--- src/rtl/fsc_pkg.sv ---
package fsc_pkg;
  localparam int STAT_W = 8;
  localparam int BIT_READY = 7;
  localparam int BIT_ERASE = 5;
  localparam int BIT_PROG = 4;
  localparam int BIT_LOCK = 1;

  localparam logic [7:0] CMD_READ_STATUS = 8'h70;
  localparam logic [7:0] CMD_CLEAR_STATUS = 8'h50;
  localparam logic [7:0] CMD_READ_ARRAY = 8'hFF;
  localparam logic [7:0] CMD_PROGRAM = 8'h40;
  localparam logic [7:0] CMD_ERASE_SETUP = 8'h20;
  localparam logic [7:0] CMD_ERASE_CONFIRM = 8'hD0;

  typedef enum logic [1:0] {
    ST_IDLE,
    ST_ERASE_ARM,
    ST_PROG_BUSY,
    ST_ERASE_BUSY
  } ctlState_t;

  typedef struct packed {
    logic setBusy;
    logic clrBusy;
    logic setProgErr;
    logic setEraseErr;
    logic setLockErr;
    logic clrErr;
  } statStrobe_t;
endpackage

--- src/rtl/fsc_control.sv ---
module fsc_control
  import fsc_pkg::*;
#(
  parameter int DATA_W = 8
) (
  input  logic              clk,
  input  logic              rstN,
  input  logic              busWrEn,
  input  logic [DATA_W-1:0] busWrData,
  input  logic              wsmProgDone,
  input  logic              wsmEraseDone,
  input  logic              wsmFail,
  input  logic              wsmLockHit,
  output statStrobe_t       strobe,
  output logic              progStart,
  output logic              eraseStart,
  output logic              readStatusMode
);
  localparam int CMD_W = 8;

  ctlState_t state, stateNext;
  logic modeNext, progNext, eraseNext;
  logic [CMD_W-1:0] cmd;

  assign cmd = busWrData[CMD_W-1:0];

  always_comb begin
    stateNext = state;
    modeNext = readStatusMode;
    progNext = 1'b0;
    eraseNext = 1'b0;
    strobe = '0;
    unique case (state)
      ST_IDLE: begin
        if (busWrEn) begin
          case (cmd)
            CMD_READ_STATUS: modeNext = 1'b1;
            CMD_READ_ARRAY: modeNext = 1'b0;
            CMD_CLEAR_STATUS: strobe.clrErr = 1'b1;
            CMD_PROGRAM: begin
              stateNext = ST_PROG_BUSY;
              strobe.setBusy = 1'b1;
              progNext = 1'b1;
              modeNext = 1'b1;
            end
            CMD_ERASE_SETUP: begin
              stateNext = ST_ERASE_ARM;
              modeNext = 1'b1;
            end
            default: ;
          endcase
        end
      end
      ST_ERASE_ARM: begin
        if (busWrEn) begin
          if (cmd == CMD_ERASE_CONFIRM) begin
            stateNext = ST_ERASE_BUSY;
            strobe.setBusy = 1'b1;
            eraseNext = 1'b1;
          end else begin
            stateNext = ST_IDLE;
            strobe.setProgErr = 1'b1;
            strobe.setEraseErr = 1'b1;
          end
        end
      end
      ST_PROG_BUSY: begin
        if (busWrEn && cmd == CMD_READ_STATUS) modeNext = 1'b1;
        if (wsmProgDone) begin
          stateNext = ST_IDLE;
          strobe.clrBusy = 1'b1;
          strobe.setProgErr = wsmFail | wsmLockHit;
          strobe.setLockErr = wsmLockHit;
        end
      end
      ST_ERASE_BUSY: begin
        if (busWrEn && cmd == CMD_READ_STATUS) modeNext = 1'b1;
        if (wsmEraseDone) begin
          stateNext = ST_IDLE;
          strobe.clrBusy = 1'b1;
          strobe.setEraseErr = wsmFail | wsmLockHit;
          strobe.setLockErr = wsmLockHit;
        end
      end
      default: stateNext = ST_IDLE;
    endcase
  end

  always_ff @(posedge clk or negedge rstN) begin
    if (!rstN) begin
      state <= ST_IDLE;
      readStatusMode <= 1'b0;
      progStart <= 1'b0;
      eraseStart <= 1'b0;
    end else begin
      state <= stateNext;
      readStatusMode <= modeNext;
      progStart <= progNext;
      eraseStart <= eraseNext;
    end
  end

  AST_STARTS_EXCLUSIVE: assert property (@(posedge clk) disable iff (!rstN)
    $onehot0({progStart, eraseStart}));
  AST_PROG_PULSE_ONE: assert property (@(posedge clk) disable iff (!rstN)
    progStart |=> !progStart);
  AST_PROG_HOLDS_BUSY: assert property (@(posedge clk) disable iff (!rstN)
    (state == ST_PROG_BUSY && !wsmProgDone) |=> state == ST_PROG_BUSY);
  AST_ERASE_HOLDS_BUSY: assert property (@(posedge clk) disable iff (!rstN)
    (state == ST_ERASE_BUSY && !wsmEraseDone) |=> state == ST_ERASE_BUSY);
  AST_BUSY_IGNORES_ARRAY: assert property (@(posedge clk) disable iff (!rstN)
    (state inside {ST_PROG_BUSY, ST_ERASE_BUSY} && busWrEn) |=> readStatusMode);
endmodule

--- src/rtl/fsc_datapath.sv ---
module fsc_datapath
  import fsc_pkg::*;
(
  input  logic              clk,
  input  logic              rstN,
  input  statStrobe_t       strobe,
  output logic [STAT_W-1:0] statusByte
);
  logic readyQ, progErrQ, eraseErrQ, lockErrQ;

  always_ff @(posedge clk or negedge rstN) begin
    if (!rstN) begin
      readyQ <= 1'b1;
      progErrQ <= 1'b0;
      eraseErrQ <= 1'b0;
      lockErrQ <= 1'b0;
    end else begin
      if (strobe.setBusy) readyQ <= 1'b0;
      else if (strobe.clrBusy) readyQ <= 1'b1;
      if (strobe.clrErr) begin
        progErrQ <= 1'b0;
        eraseErrQ <= 1'b0;
        lockErrQ <= 1'b0;
      end else begin
        if (strobe.setProgErr) progErrQ <= 1'b1;
        if (strobe.setEraseErr) eraseErrQ <= 1'b1;
        if (strobe.setLockErr) lockErrQ <= 1'b1;
      end
    end
  end

  for (genvar b = 0; b < STAT_W; b++) begin : g_statBit
    if (b == BIT_READY) begin : g_ready
      assign statusByte[b] = readyQ;
    end else if (b == BIT_ERASE) begin : g_erase
      assign statusByte[b] = eraseErrQ;
    end else if (b == BIT_PROG) begin : g_prog
      assign statusByte[b] = progErrQ;
    end else if (b == BIT_LOCK) begin : g_lock
      assign statusByte[b] = lockErrQ;
    end else begin : g_reserved
      assign statusByte[b] = 1'b0;
    end
  end

  AST_RESERVED_ZERO: assert property (@(posedge clk) disable iff (!rstN)
    (statusByte & 8'b0100_1101) == 8'h00);
  AST_PROG_FLAG_STICKY: assert property (@(posedge clk) disable iff (!rstN)
    $fell(progErrQ) |-> $past(strobe.clrErr));
  AST_ERASE_FLAG_STICKY: assert property (@(posedge clk) disable iff (!rstN)
    $fell(eraseErrQ) |-> $past(strobe.clrErr));
  AST_LOCK_FLAG_STICKY: assert property (@(posedge clk) disable iff (!rstN)
    $fell(lockErrQ) |-> $past(strobe.clrErr));
  AST_BUSY_FROM_START: assert property (@(posedge clk) disable iff (!rstN)
    $fell(readyQ) |-> $past(strobe.setBusy));
endmodule

--- src/rtl/flash_status_ctrl.sv ---
module flash_status_ctrl
  import fsc_pkg::*;
#(
  parameter int DATA_W = 8
) (
  input  logic              clk,
  input  logic              rstN,
  input  logic              busWrEn,
  input  logic [DATA_W-1:0] busWrData,
  input  logic [DATA_W-1:0] arrayData,
  input  logic              wsmProgDone,
  input  logic              wsmEraseDone,
  input  logic              wsmFail,
  input  logic              wsmLockHit,
  output logic              progStart,
  output logic              eraseStart,
  output logic              readStatusMode,
  output logic [7:0]        statusByte,
  output logic [DATA_W-1:0] rdData
);
  statStrobe_t strobe;

  fsc_control #(.DATA_W(DATA_W)) i_control (
    .clk(clk), .rstN(rstN), .busWrEn(busWrEn), .busWrData(busWrData),
    .wsmProgDone(wsmProgDone), .wsmEraseDone(wsmEraseDone),
    .wsmFail(wsmFail), .wsmLockHit(wsmLockHit), .strobe(strobe),
    .progStart(progStart), .eraseStart(eraseStart),
    .readStatusMode(readStatusMode)
  );

  fsc_datapath i_datapath (
    .clk(clk), .rstN(rstN), .strobe(strobe), .statusByte(statusByte)
  );

  assign rdData = readStatusMode ? DATA_W'(statusByte) : arrayData;

  AST_STATUS_MODE_ENTRY: assert property (@(posedge clk) disable iff (!rstN)
    (busWrEn && busWrData[7:0] == CMD_READ_STATUS) |=> readStatusMode);
  AST_QUIET_NO_CHANGE: assert property (@(posedge clk) disable iff (!rstN)
    (!busWrEn && !wsmProgDone && !wsmEraseDone) |=> $stable(statusByte));
endmodule

--- config.mk ---
export PLATFORM = sky130hd
export DESIGN_NAME = flash_status_ctrl
export DESIGN_NICKNAME = d
export VERILOG_FILES = /design/src/rtl/fsc_pkg.sv /design/src/rtl/fsc_control.sv /design/src/rtl/fsc_datapath.sv /design/src/rtl/flash_status_ctrl.sv
export SDC_FILE = /design/constraint.sdc
export NUM_CORES = 1
export LEC_CHECK = 0
export BUFFER_PORTS_ARGS = -buffer_cell sky130_fd_sc_hd__buf_2
export CORE_UTILIZATION = 39
export CTS_CLUSTER_SIZE = 12
export DETAILED_ROUTE_END_ITERATION = 10
export GPL_ROUTABILITY_DRIVEN = 1
export PLACE_DENSITY_LB_ADDON = 0.12
export SLEW_MARGIN = 20
export SYNTH_ARGS = -nofsm -noshare
export SYNTH_HDL_FRONTEND = slang
export SYNTH_SLANG_ARGS = --single-unit
--- constraint.sdc ---
create_clock -name clk -period 1.8 [get_ports clk]
set_input_delay 0.18 -clock clk [delete_from_list [all_inputs] [get_ports clk]]
set_output_delay 0.18 -clock clk [all_outputs]
set_load 0.01 [all_outputs]
==> impl_metrics.toml <==
[grt]
all_layer_gr_usage_pct = 17.1
antenna_violations_before_repair = 0
wire_length_of_the_first_global_routing_pass_mm = 2.52
grt_max_degree = 11
grt.overflow.total = 0
grt_pass1_vias = 603

[cts]
cts_made_buffers = 3
clk_root_buffer_cell = "sky130_fd_sc_hd__clkbuf_4"
clk_latency_ps = 260
buffer_depth_of_the_longest_clock_path = 2
htree_levels = 1
cts_sinks = 9
clk_transition_reported_paths_ps = 60
cts_tree = "done"

[synth]
synthTopCellsByArea = "sky130_fd_sc_hd__dfrtp_1, sky130_fd_sc_hd__ha_1, sky130_fd_sc_hd__buf_4"
synth-async-reset-ratio_pct = 100
synth.avg_cell_area_sq_um = 9.27
postSynth.topFlopCell = "sky130_fd_sc_hd__dfrtp_1"
yosys.area.top_type_share_pct = 26.0
sequential_fraction_of_the_synthesis_area_pct = 29.4
post_synth_most_frequent_cells = "sky130_fd_sc_hd__buf_4, sky130_fd_sc_hd__dfrtp_1, sky130_fd_sc_hd__nor2_1"
postSynthCellCount = 83
syn-cell-area_sq_um = 769
ys_seq_elements = 9
synth_largest_area_cell = "sky130_fd_sc_hd__dfrtp_1"
synth-edff-count = 0
yosysUniqueCellTypes = 35
ys_warn_count = 0

[worst_setup_path]
timing.critical_path.arrival_ps = 1860
worstReg2RegStart = "i_control.state[0]$_DFFE_PN0P_"
critical_path.endpoint_type = "register"
critical_path_buf_inv_count = 1
worst_path_max_delay_cell = "sky130_fd_sc_hd__or4_1"
cp_data_required_time_ps = 1950
rrSetupSlack_ps = 100
critical_path.cell_chain = "inv_2 > ha_2 > or2_2 > or4_1 > o21a_1"
slowest_stage_delay_on_critical_path_ps = 520
critPathMaxFanout = 4
critPathKind = "reg2reg"
worst_r2r_path_depth = 5
crit_family = "simple AND/OR/NAND/NOR gates"
start_kind = "register"
reg2reg_to = "i_control.readStatusMode$_DFFE_PN0P_"

[worst_hold_path]
hold_path_class = "in2reg"
min_delay_worst_endpoint = "i_control.progStart$_DFF_PN0_"
hold_path_depth = 2
min-delay-start = "busWrData[4]"

[power]
finalPower_mw = 0.855
p_leak_nw = 0.480
power_density_nw_per_um2 = 881
power.ir.vdd_worst_v = 0.000563

[drt]
dr_total_vias = 727
wl_per_cell_um = 11.8
postRouteAntennaNets = 0
met2_wirelength_um = 874
number_of_iterations_in_the_first_detailed_routing_pass = 4
detailroute.wirelength.met3_um = 90
metal1_wirelength_um = 695
initialDrtViolationCount = 9
drc = 0
routed_via_density = 5.08
highest_layer = "met4"
postRouteWirelength_mm = 1.68

[final_layout]
final_antenna_diode_count = 0
layout.nets = 147
n_fill_cell = 179
postLayoutCoreUtil_pct = 54.4
syn2layout_area_growth_pct = 26.0
final_area_sq_um = 970
final_layout_size_suffix_gt1_share_pct = 44.9

[timing]
tns_ps = 0
post-route-period-util_pct = 94.6
timing.clock.skew_ps = 1.21
drv_slew = 0
final-hold-violation-count = 0
min_cycle_time_layout_ps = 1700
setup_repair_after_global_routing_missed_its_margin = "false"
final-setup-viol-count = 0
timing.final.ws_setup_ps = 97.8
clock.fmax_mhz = 587

[floorplanning]
top_level_ports = 42
start_util_pct = 43.2
die_h_um = 46.4
placementRows = 15
die_w_um = 46.4
die_area_sq_um = 2150
fp.coreArea_sq_um = 1780

[placed_design]
dpl-instance-area_sq_um = 928
port_buffers = 37
gp_congestion = 0.773
preCtsSetupSlack_ps = 56.6
dp_hpwl_mm = 1.35

[run_status]
status = "finished clean"

[flow_run]
maxCapViolations = 0
==> through the flow <==
step | instances | hold WS [ps]
after floorplan | 86 | -116
after global placement | 138 | 41.8
after detailed placement | 138 | 42.3
after CTS | 143 | 183
after global routing | 143 | 191
final | 143 | 200
==> worst reg2reg max path, stage by stage, from the launching register on <==
cell	delay, ps
sky130_fd_sc_hd__dfrtp_1	390
sky130_fd_sc_hd__inv_2	70
sky130_fd_sc_hd__ha_2	200
sky130_fd_sc_hd__or2_2	290
sky130_fd_sc_hd__or4_1	520
sky130_fd_sc_hd__o21a_1	120
==> power by group <==
group / switching [mW] / internal [mW]
logic: 0.210 / 0.199
registers: 0.0496 / 0.244
clock network: 0.0673 / 0.0852
==> layout by cell type (no fill, tap or decap), types with 2 or more instances in the layout <==
| cell | count |
|---|---|
| sky130_fd_sc_hd__dfrtp_1 | 8 |
| sky130_fd_sc_hd__mux2_2 | 4 |
| sky130_fd_sc_hd__ha_2 | 2 |
| sky130_fd_sc_hd__a31oi_1 | 2 |
| sky130_fd_sc_hd__nand4_1 | 2 |
| sky130_fd_sc_hd__nand2_1 | 4 |
| sky130_fd_sc_hd__nor2_1 | 7 |
| sky130_fd_sc_hd__nor3_1 | 3 |
| sky130_fd_sc_hd__inv_1 | 4 |
| sky130_fd_sc_hd__o211a_1 | 2 |
| sky130_fd_sc_hd__buf_2 | 37 |
| sky130_fd_sc_hd__ha_1 | 3 |
| sky130_fd_sc_hd__mux2i_1 | 2 |
| sky130_fd_sc_hd__nor2b_1 | 6 |
| sky130_fd_sc_hd__clkbuf_4 | 3 |
| sky130_fd_sc_hd__a21oi_1 | 2 |
| sky130_fd_sc_hd__nand4b_1 | 3 |
| sky130_fd_sc_hd__conb_1 | 4 |
==> flip-flops by register name, summed over array words and instances (netlist names) <==
register,count
i_control.readStatusMode,1
i_datapath.progErrQ,1
i_control.eraseStart,1
i_datapath.readyQ,1
i_control.state,2
i_control.progStart,1
i_datapath.eraseErrQ,1
i_datapath.lockErrQ,1
==> cell families after synthesis <==
family / synth area share, %
buffers and inverters: 11.4
other: 0.487
multiplexers: 8.45
AND/OR/NAND/NOR: 27.2
XOR/XNOR: 1.14
adder cells (fa/ha/maj): 8.13
flip-flops: 29.4
AO/OA/AOI/OAI: 13.8
==> timing repair <==
action	in CTS	in global routing
endpoints found under the setup margin	0	1
hold endpoints to repair	9	0
buffers inserted	0	0
hold buffers	1	0
resized for setup	0	3
==> per-layer routing <==
| layer | global-route usage (%) | up-vias |
|---|---|---|
| li1 | - | 361 |
| met1 | 19.6 | 334 |
| met2 | 27.8 | 27 |
| met3 | 7.06 | 5 |
| met4 | 7.06 | 0 |
| met5 | 0 | - |
==> final cells by class <==
cell class,instances,area (sq um),share of cell area [%]
clock buffer,4,26.3,2.71
tap,25,31.3,3.23
inverter,5,18.8,1.94
multi-input combinational,62,472,48.6
sequential,9,226,23.4
timing repair buffer,38,195,20.1
==> worst max path at each step <==
stage | start | depth (start not counted) | endpoint
6_report | i_control.state[0]$_DFFE_PN0P_ | 5 | i_control.readStatusMode$_DFFE_PN0P_
4_1_cts | i_control.state[0]$_DFFE_PN0P_ | 5 | i_control.readStatusMode$_DFFE_PN0P_
3_3_place_gp | i_control.state[0]$_DFFE_PN0P_ | 5 | i_control.readStatusMode$_DFFE_PN0P_
2_1_floorplan | i_control.state[0]$_DFFE_PN0P_ | 5 | i_control.readStatusMode$_DFFE_PN0P_
3_5_place_dp | i_control.state[0]$_DFFE_PN0P_ | 5 | i_control.readStatusMode$_DFFE_PN0P_
5_1_grt | i_control.state[0]$_DFFE_PN0P_ | 5 | i_control.readStatusMode$_DFFE_PN0P_
Power figures use the tool's default switching activity.
